### src/rtl/wdogPkg.sv
package wdogPkg;
  typedef enum logic [1:0] {STG_OFF, STG_ONE, STG_TWO} stage_e;
  typedef enum logic [1:0] {UL_IDLE, UL_HALF, UL_OPEN} unlock_e;

  typedef struct packed {
    logic loadFirst;
    logic loadSecond;
    logic countDown;
  } cntStrobe_t;

  localparam int ADDR_W = 3;
  localparam logic [ADDR_W-1:0] ADDR_PRE1   = 3'd0;
  localparam logic [ADDR_W-1:0] ADDR_PRE2   = 3'd1;
  localparam logic [ADDR_W-1:0] ADDR_CFG    = 3'd2;
  localparam logic [ADDR_W-1:0] ADDR_LOCK   = 3'd3;
  localparam logic [ADDR_W-1:0] ADDR_RELOAD = 3'd4;
  localparam logic [ADDR_W-1:0] ADDR_STATUS = 3'd5;
  localparam logic [ADDR_W-1:0] ADDR_COUNT  = 3'd6;
endpackage

### src/rtl/wdogUnlock.sv
module wdogUnlock
  import wdogPkg::*;
#(
  parameter logic [7:0] KEY_FIRST  = 8'h80,
  parameter logic [7:0] KEY_SECOND = 8'h86
) (
  input  logic      clk,
  input  logic      rstN,
  input  logic      lockWr,
  input  logic      protWr,
  input  logic [7:0] keyByte,
  output logic      unlocked,
  output unlock_e   unlockState
);
  unlock_e stateQ;

  always_ff @(posedge clk or negedge rstN) begin
    if (!rstN) begin
      stateQ <= UL_IDLE;
    end else if (lockWr) begin
      if (keyByte == KEY_FIRST)                           stateQ <= UL_HALF;
      else if (stateQ == UL_HALF && keyByte == KEY_SECOND) stateQ <= UL_OPEN;
      else                                                 stateQ <= UL_IDLE;
    end else if (protWr) begin
      stateQ <= UL_IDLE;
    end
  end

  assign unlocked    = (stateQ == UL_OPEN);
  assign unlockState = stateQ;
endmodule

### src/rtl/wdogDatapath.sv
module wdogDatapath
  import wdogPkg::*;
#(
  parameter int CNT_W = 35
) (
  input  logic             clk,
  input  logic             rstN,
  input  cntStrobe_t       strobe,
  input  logic [CNT_W-1:0] preFirst,
  input  logic [CNT_W-1:0] preSecond,
  input  logic             fineTick,
  input  logic             coarseTick,
  input  logic             coarseSel,
  output logic [CNT_W-1:0] count,
  output logic             cntZero,
  output logic             tickNow
);
  logic [CNT_W-1:0] countQ;

  assign tickNow = coarseSel ? coarseTick : fineTick;

  always_ff @(posedge clk or negedge rstN) begin
    if (!rstN)                  countQ <= '0;
    else if (strobe.loadFirst)  countQ <= preFirst;
    else if (strobe.loadSecond) countQ <= preSecond;
    else if (strobe.countDown)  countQ <= countQ - 1'b1;
  end

  assign count   = countQ;
  assign cntZero = (countQ == '0);
endmodule

### src/rtl/wdogCtrl.sv
module wdogCtrl
  import wdogPkg::*;
#(
  parameter int               CNT_W    = 35,
  parameter logic [CNT_W-1:0] PRE1_RST = 35'd1000,
  parameter logic [CNT_W-1:0] PRE2_RST = 35'd1000
) (
  input  logic              clk,
  input  logic              rstN,
  input  logic              wrEn,
  input  logic [ADDR_W-1:0] wrAddr,
  input  logic [CNT_W-1:0]  wrData,
  input  logic [ADDR_W-1:0] rdAddr,
  output logic [CNT_W-1:0]  rdData,
  input  logic              unlocked,
  input  logic              cntZero,
  input  logic              tickNow,
  input  logic [CNT_W-1:0]  count,
  output logic              lockWr,
  output logic              protWr,
  output cntStrobe_t        strobe,
  output logic [CNT_W-1:0]  preFirst,
  output logic [CNT_W-1:0]  preSecond,
  output logic              cfgEnable,
  output logic              cfgToggle,
  output logic              cfgCoarse,
  output logic              irq,
  output logic              toutN,
  output logic              timeoutFlag,
  output stage_e            stage
);
  logic   accept, reloadReq, expFirst, expSecond, clearReq;
  stage_e stageNext;

  assign lockWr   = wrEn && (wrAddr == ADDR_LOCK);
  assign protWr   = wrEn && (wrAddr == ADDR_PRE1 || wrAddr == ADDR_PRE2 ||
                             wrAddr == ADDR_RELOAD);
  assign accept   = protWr && unlocked;
  assign reloadReq = accept && (wrAddr == ADDR_RELOAD) && wrData[0] &&
                     cfgEnable && (stage != STG_OFF);
  assign clearReq = wrEn && (wrAddr == ADDR_STATUS) && wrData[0];

  // host registers
  always_ff @(posedge clk or negedge rstN) begin
    if (!rstN) begin
      preFirst  <= PRE1_RST;
      preSecond <= PRE2_RST;
      cfgEnable <= 1'b0;
      cfgToggle <= 1'b0;
      cfgCoarse <= 1'b0;
    end else begin
      if (accept && wrAddr == ADDR_PRE1) preFirst  <= wrData;
      if (accept && wrAddr == ADDR_PRE2) preSecond <= wrData;
      if (wrEn && wrAddr == ADDR_CFG) begin
        cfgEnable <= wrData[0];
        cfgToggle <= wrData[1];
        cfgCoarse <= wrData[2];
      end
    end
  end

  // stage sequencing
  always_comb begin
    stageNext = stage;
    strobe    = '0;
    expFirst  = 1'b0;
    expSecond = 1'b0;
    if (!cfgEnable) begin
      stageNext = STG_OFF;
    end else begin
      unique case (stage)
        STG_OFF: begin
          stageNext        = STG_ONE;
          strobe.loadFirst = 1'b1;
        end
        STG_ONE, STG_TWO: begin
          if (reloadReq) begin
            stageNext        = STG_ONE;
            strobe.loadFirst = 1'b1;
          end else if (tickNow) begin
            if (cntZero) begin
              stageNext         = STG_TWO;
              strobe.loadSecond = 1'b1;
              expFirst          = (stage == STG_ONE);
              expSecond         = (stage == STG_TWO);
            end else begin
              strobe.countDown = 1'b1;
            end
          end
        end
        default: stageNext = STG_OFF;
      endcase
    end
  end

  always_ff @(posedge clk or negedge rstN) begin
    if (!rstN) begin
      stage       <= STG_OFF;
      irq         <= 1'b0;
      toutN       <= 1'b1;
      timeoutFlag <= 1'b0;
    end else begin
      stage <= stageNext;
      irq   <= expFirst;
      if (expSecond) toutN <= cfgToggle ? ~toutN : 1'b0;
      if (expSecond)     timeoutFlag <= 1'b1;
      else if (clearReq) timeoutFlag <= 1'b0;
    end
  end

  // read mux
  always_comb begin
    rdData = '0;
    unique case (rdAddr)
      ADDR_PRE1:   rdData = preFirst;
      ADDR_PRE2:   rdData = preSecond;
      ADDR_CFG:    rdData[2:0] = {cfgCoarse, cfgToggle, cfgEnable};
      ADDR_LOCK:   rdData[0] = unlocked;
      ADDR_STATUS: rdData[2:0] = {stage != STG_OFF, stage == STG_TWO, timeoutFlag};
      ADDR_COUNT:  rdData = count;
      default:     rdData = '0;
    endcase
  end
endmodule

### src/rtl/twoStageWdog.sv
module twoStageWdog
  import wdogPkg::*;
#(
  parameter int               CNT_W      = 35,
  parameter logic [CNT_W-1:0] PRE1_RST   = 35'd1000,
  parameter logic [CNT_W-1:0] PRE2_RST   = 35'd1000,
  parameter logic [7:0]       KEY_FIRST  = 8'h80,
  parameter logic [7:0]       KEY_SECOND = 8'h86
) (
  input  logic             clk,
  input  logic             rstN,
  input  logic             fineTick,
  input  logic             coarseTick,
  input  logic             wrEn,
  input  logic [2:0]       wrAddr,
  input  logic [CNT_W-1:0] wrData,
  input  logic [2:0]       rdAddr,
  output logic [CNT_W-1:0] rdData,
  output logic             irq,
  output logic             toutN
);
  cntStrobe_t       strobe;
  logic [CNT_W-1:0] preFirst, preSecond, count;
  logic             cntZero, tickNow, unlocked, lockWr, protWr;
  logic             cfgEnable, cfgToggle, cfgCoarse, timeoutFlag;
  stage_e           stage;
  unlock_e          unlockState;

  wdogUnlock #(.KEY_FIRST(KEY_FIRST), .KEY_SECOND(KEY_SECOND)) uUnlock (
    .clk(clk), .rstN(rstN), .lockWr(lockWr), .protWr(protWr),
    .keyByte(wrData[7:0]), .unlocked(unlocked), .unlockState(unlockState)
  );

  wdogCtrl #(.CNT_W(CNT_W), .PRE1_RST(PRE1_RST), .PRE2_RST(PRE2_RST)) uCtrl (
    .clk(clk), .rstN(rstN), .wrEn(wrEn), .wrAddr(wrAddr), .wrData(wrData),
    .rdAddr(rdAddr), .rdData(rdData), .unlocked(unlocked), .cntZero(cntZero),
    .tickNow(tickNow), .count(count), .lockWr(lockWr), .protWr(protWr),
    .strobe(strobe), .preFirst(preFirst), .preSecond(preSecond),
    .cfgEnable(cfgEnable), .cfgToggle(cfgToggle), .cfgCoarse(cfgCoarse),
    .irq(irq), .toutN(toutN), .timeoutFlag(timeoutFlag), .stage(stage)
  );

  wdogDatapath #(.CNT_W(CNT_W)) uData (
    .clk(clk), .rstN(rstN), .strobe(strobe), .preFirst(preFirst),
    .preSecond(preSecond), .fineTick(fineTick), .coarseTick(coarseTick),
    .coarseSel(cfgCoarse), .count(count), .cntZero(cntZero), .tickNow(tickNow)
  );
endmodule

### config.mk
export PLATFORM = sky130hd
export DESIGN_NAME = twoStageWdog
export DESIGN_NICKNAME = d
export VERILOG_FILES = /design/src/rtl/wdogPkg.sv /design/src/rtl/wdogUnlock.sv /design/src/rtl/wdogDatapath.sv /design/src/rtl/wdogCtrl.sv /design/src/rtl/twoStageWdog.sv
export SDC_FILE = /design/constraint.sdc
export NUM_CORES = 1
export LEC_CHECK = 0
export BUFFER_PORTS_ARGS = -buffer_cell sky130_fd_sc_hd__buf_2
export CORE_MARGIN = 2
export CORE_UTILIZATION = 45
export CTS_CLUSTER_DIAMETER = 150
export DETAILED_ROUTE_END_ITERATION = 8
export PLACE_DENSITY = 0.77
export SLEW_MARGIN = 30
export SYNTH_ARGS = -nofsm -noshare
export SYNTH_HDL_FRONTEND = slang
export SYNTH_SLANG_ARGS = --single-unit
### constraint.sdc
create_clock -name clk -period 7.9 [get_ports clk]
set_input_delay 1.58 -clock clk [delete_from_list [all_inputs] [get_ports clk]]
set_output_delay 1.58 -clock clk [all_outputs]
set_load 0.02 [all_outputs]
### Yosys cells after proc, flatten, opt, wreduce, memory -nomap -nowiden

Index checks and enable logic that the tools add are counted.

| cells by class | value |
|---|---|
| add/subtract/negate cells | 1 |
| equality and inequality tests | 18 |
| muxes and demuxes | 37 |
| bitwise gates (word level) | 1 |
| reduce and logical (&&, ||, !) cells | 25 |

Operator list:

| operator | count |
|---|---|
| $mux W35 | 3 |
| $pmux W32 S3 | 1 |
| $logic_not A35 Y1 | 1 |
| $sub A35 B1 Y35 const B | 1 |
| $mux W2 | 11 |
| $mux W1 | 17 |
| $eq A8 B8 Y1 const B | 2 |
| $logic_and A1 B1 Y1 | 13 |
| $eq A3 B2 Y1 const B | 4 |
| $eq A3 B3 Y1 const B | 4 |
| $pmux W2 S5 | 1 |
| $ne A4 B4 Y1 const B | 2 |
| $eq A3 B1 Y1 const B | 2 |
| $logic_not A3 Y1 | 2 |
| $pmux W1 S6 | 1 |
| $reduce_bool A2 Y1 | 3 |
| $eq A2 B1 Y1 const B | 2 |
| $eq A2 B2 Y1 const B | 2 |
| $pmux W2 S2 | 1 |
| $mux W3 | 1 |
| $reduce_bool A3 Y1 | 1 |
| $logic_not A2 Y1 | 1 |
| $logic_or A1 B1 Y1 | 2 |
| $pmux W1 S2 | 1 |
| other kinds (3) | 3 |

| storage, ports and cells | value |
|---|---|
| register bits | 115 |
| logic and storage cells | 93 |

### Logic depth before layout (Yosys ltp)

| logic depth | value |
|---|---|
| depth in word-level cells | 15 |
| gate-level depth with buffers | 9 |
| mapped depth without buffers | 7 |

### Modules after synthesis

A second synthesis with hierarchy kept.

| second synthesis, totals | value |
|---|---|
| cells, all modules | 640 |
| area, all modules | 6,790.3 sq um |

Modules (own cells, without submodules):

| module | times used | cells an instance | area each (sq um) | seq. area each (sq um) |
|---|---|---|---|---|
| wdogCtrl | 1 | 330 | 4,119.0 | 1,968.1 |
| wdogDatapath | 1 | 300 | 2,537.4 | 875.8 |
| wdogUnlock | 1 | 10 | 133.9 | 50.0 |

### Worst setup path after synthesis

OpenSTA, ideal clock, no wires.

| timing path | value |
|---|---|
| path type | input to output |
| from | input rdAddr[2] |
| to | output rdData[1] |
| data arrival time | 2.751 ns |
| data required time | 6.320 ns |
| setup slack | 3.569 ns |
| cell stages on the path | 5 |
| buffers on the path | 1 |
| cell sequence | clkbuf_1 mux2_2 a22o_1 o21ai_0 nand2_1 |

| between the ends | value |
|---|---|
| cells in the longest elaborated chain, start to end | 2 |
| elaborated cells on any way between the ends | 6 |
| classes of those cells | eq/ne (4); mux (1); reduce/logical (1) |

Ends and longest elaborated chain:

| what | RTL line | text |
|---|---|---|
| from (decl) | twoStageWdog.sv:17 | `input logic [2:0] rdAddr,` |
| $eq A3 B3 Y1, or another cell as far along | wdogCtrl.sv:114 | `unique case (rdAddr)` |
| $pmux W2 S5 (*) | wdogCtrl.sv:114 |  |
| to (decl) | twoStageWdog.sv:18 | `output logic [CNT_W-1:0] rdData,` |

Every way passes the cells marked *; elsewhere a longest branch is shown, timed or not.

### Worst setup path after layout

| timing path | value |
|---|---|
| from | input rdAddr[1] |
| to | output rdData[0] |

| between the ends | value |
|---|---|
| cells in the longest elaborated chain, start to end | 2 |
| elaborated cells on any way between the ends | 7 |
| classes of those cells | eq/ne (5); mux (1); reduce/logical (1) |

Ends and longest elaborated chain:

| what | RTL line |
|---|---|
| $eq A3 B3 Y1, or another cell as far along | wdogCtrl.sv:114 |
| $pmux W1 S6 (*) | wdogCtrl.sv:114 |

Marked as above.

==> out/metrics.yaml <==
syn_avg_cell_area_um2: 9.75
max_freq_ghz: 0.212
gp_congestion: 0.834
cts.repair.resized: 0
fin_util_pct: 54.5
setup_tns_ps: 0
p_clk_share_pct: 36.4
p_leak_nw: 3.63
finalCriticalPeriod_ps: 4720
synth_cell_type_count: 61
drcViolationCount: 0
drive_gt1_share_pct: 29.8
die_h_um: 124
io_pins: 83
cp-end-kind: "output pin"
diodes: 0
antenna_found_initial: 0
crit_type: "input pin to output pin"
postRouteAntennaNets: 0
synth_area_um2: 6460
internal_power_mw: 1.32
syn_inst: 663
placementRows: 43
irDropWorstVdd_uv: 157
synth_mux_area_share_pct: 14.5
max_stage_delay_ps: 410
rsz0062_at_grt: "no"
insertion_delay_ps: 420
synthXorXnorAreaFrac_pct: 1.90
start_util_pct: 46.4
hold_path.class: "register to register"
pre_cts_ws_ps: 3220
maxSlewViolCount: 0
cts_inserted_buffers: 17
fin_cells: 918
p_switching_mw: 0.683
p_comb_share_pct: 26.9
worst_slack_ps: 3180
grt_pass1_vias: 5527
cts_buffer_depth: 2
synth_top_family_by_area: "simple AND/OR/NAND/NOR gates"
crit_path_start_kind: "input pin"
hold_viol_final: 0
cts_tree: "done"
area_delta_synth_final_pct: 17.5
grt_start_max_net_pins: 60
synth_ff_type: "dfrtp_1"
synthArstFlopShare_pct: 100
max_cap_viol_count: 0
synth_nets: 718
clock_skew_ps: 9.21
cts_root_buf: "clkbuf_16"
vias: 5548
synth-edff-count: 0
clock_sinks: 115
fp.dieArea_um2: 15300
ys_warn_count: 0
die_w_um: 124
grt_pass1_wl_um: 28100
p_seq_share_pct: 36.8
worst_slew_pin_slew_ps: 996
core_um2: 13900
drt_pre_antenna_iters: 7
ys_ff_latch: 115
dp_cells: 886
track_usage_pct: 23.7
synthSimpleGateAreaFrac_pct: 18.1
cts-hold-fix-buffers: 0
synth_compound_area_share_pct: 15.5
required_ps: 6320
arrival_ps: 3140
final_nets: 780
outcome: "finished, final reports clean"
gr-total-overflow: 0
relSlewSlack_pct: 33.1
path_cells: "buf_2 > inv_1 > ha_1 > nor2b_2 > buf_4 > a222oi_1 > o211ai_1 > buf_2"
synth_fa_ha_area_share_pct: 1.74
min_period_over_period_pct: 59.7
htree_num_levels: 4
setup_viol: 0
cts.reportedPaths.clkPinSlew_ps: 50
slowest_stage: "a222oi_1"
wl_um: 17100
wire_per_inst_um: 18.6
cp_common_cell: "buf_2"
cts_setup_buffers: 0
vias_per_cell: 6.04
io_buffers: 82
synth-seq-area-share_pct: 44.8
first_iter_violations: 624
switching_share_pct: 34.0
hpwl_um: 11000
cp_max_fo: 33
p_per_area_nw_per_um2: 264
[final timing paths]
| kind | cells past startpoint | end | start | slack [ps] |
|---|---|---|---|---|
| setup / recovery | 8 | rdData[0] | rdAddr[1] | 3180 |
| hold / removal | 2 | uCtrl.toutN | uCtrl.toutN | 500 |
| max in group asynchronous | 2 | uCtrl.stage[0] | rstN | 5460 |
| hold reg to reg | 2 | uCtrl.toutN | uCtrl.toutN | 500 |
| setup reg to reg | 7 | uData.count[10] | uData.count[0] | 4300 |
| min in group asynchronous | 1 | uData.count[9] | rstN | 1220 |
[stage by stage]
step | total power, mW | hold WS [ps] | area (um^2)
5_1_grt | 2.11 | 530 | 7590
3_5_place_dp | 1.27 | 490 | 7030
6_report | 2.01 | 498 | 7590
4_1_cts | 2.00 | 499 | 7590
3_3_place_gp | 1.26 | 480 | 7020
2_1_floorplan | 1.12 | 465 | 6460
[sequential cells by signal, summed over array words and instances, names as in the netlist]
signal and flops:
uCtrl.toutN 1, uCtrl.cfgEnable 1, uCtrl.irq 1, uCtrl.timeoutFlag 1, uData.count 35, uCtrl.preFirst 35
uUnlock.unlockState 2, uCtrl.preSecond 35, uCtrl.cfgCoarse 1, uCtrl.cfgToggle 1, uCtrl.stage 2
[power groups by stage]
| stage | Sequential (mW) | Combinational, mW | Clock [mW] |
|---|---|---|---|
| after floorplan | 0.711 | 0.408 | 0 |
| after global placement | 0.742 | 0.521 | 0 |
| after detailed placement | 0.743 | 0.527 | 0 |
| after CTS | 0.734 | 0.532 | 0.738 |
| after global routing | 0.749 | 0.598 | 0.765 |
| final | 0.738 | 0.539 | 0.730 |
[layout by cell type (no fill, tap or decap), types with 6 or more instances in the layout]
| cell type | netlist | final |
|---|---|---|
| dfrtp_1 | 102 | 102 |
| nand2_1 | 92 | 92 |
| clkbuf_1 | 41 | 6 |
| clkbuf_16 | 0 | 17 |
| o21ai_0 | 19 | 19 |
| nor4_1 | 12 | 12 |
| or3_1 | 7 | 7 |
| ha_1 | 9 | 9 |
| inv_1 | 10 | 10 |
| nand3_1 | 20 | 19 |
| buf_2 | 3 | 81 |
| and3_1 | 11 | 11 |
| a22oi_1 | 33 | 33 |
| buf_4 | 0 | 9 |
| mux2_2 | 78 | 78 |
| mux2i_1 | 6 | 6 |
| nor2_1 | 33 | 33 |
| o22ai_1 | 15 | 15 |
| o21ai_1 | 8 | 8 |
| or4_1 | 8 | 8 |
| dfstp_2 | 13 | 13 |
| xnor2_1 | 11 | 11 |
| a21oi_1 | 25 | 25 |
| nor3_1 | 24 | 24 |
[final cells by class]
class / count / area, um^2
Multi-Input combinational cell: 491 / 3400
Clock buffer: 28 / 517
Fill cell: 1210 / 6340
Timing Repair Buffer: 90 / 473
Tap cell: 180 / 225
Clock inverter: 4 / 45.0
Sequential cell: 115 / 2890
Inverter: 10 / 37.5
[worst max-delay path, delay by kind of cell]
kind                     cells  cell delay (ps)
adder cells (fa/ha/maj)      1              220
AO/OA/AOI/OAI                2              560
AND/OR/NAND/NOR              1              170
buffers and inverters        4              600
[synthesized netlist by cell type (all sizes together) (3+ instances only)]
library cell	n	share of area (%)
a22o	3	0.41
dfrtp	102	40
o21ai	27	2.1
ha	9	1.7
o31ai	5	0.58
nor3	26	2.2
dfstp	13	5.3
nor2	33	1.9
xor2	3	0.41
xnor2	11	1.5
o22ai	15	1.5
nor2b	5	0.48
o41a	3	0.52
buf	5	0.46
o311ai	7	0.95
nand3	20	1.5
and2	5	0.48
mux2	78	14
nor4	13	1.4
o21a	3	0.35
mux2i	6	0.93
and3	11	1.1
nand2	92	5.3
nand4	4	0.39
clkbuf	42	2.5
or3	7	0.68
inv	10	0.58
or4	9	1.1
a22oi	33	3.8
o211ai	5	0.58
a21oi	25	1.9
[logic make-up (layout without fill, tap and decap cells)]
family / count (synthesis) / after routing
simple gates: 238 / 238
compound gates: 146 / 146
mux: 84 / 84
fa+ha+maj: 9 / 9
flops: 115 / 115
buf+inv: 57 / 132
xor+xnor: 14 / 14
[per-layer routing]
layer	GRT usage (%)	share of wire (%)	up-vias
met5	0	0	-
met4	10.9	2.5	0
met3	4.53	6.6	34
met2	36.2	45	225
met1	32.7	46	2719
li1	-	-	2570
Power figures use the tool's default switching activity.
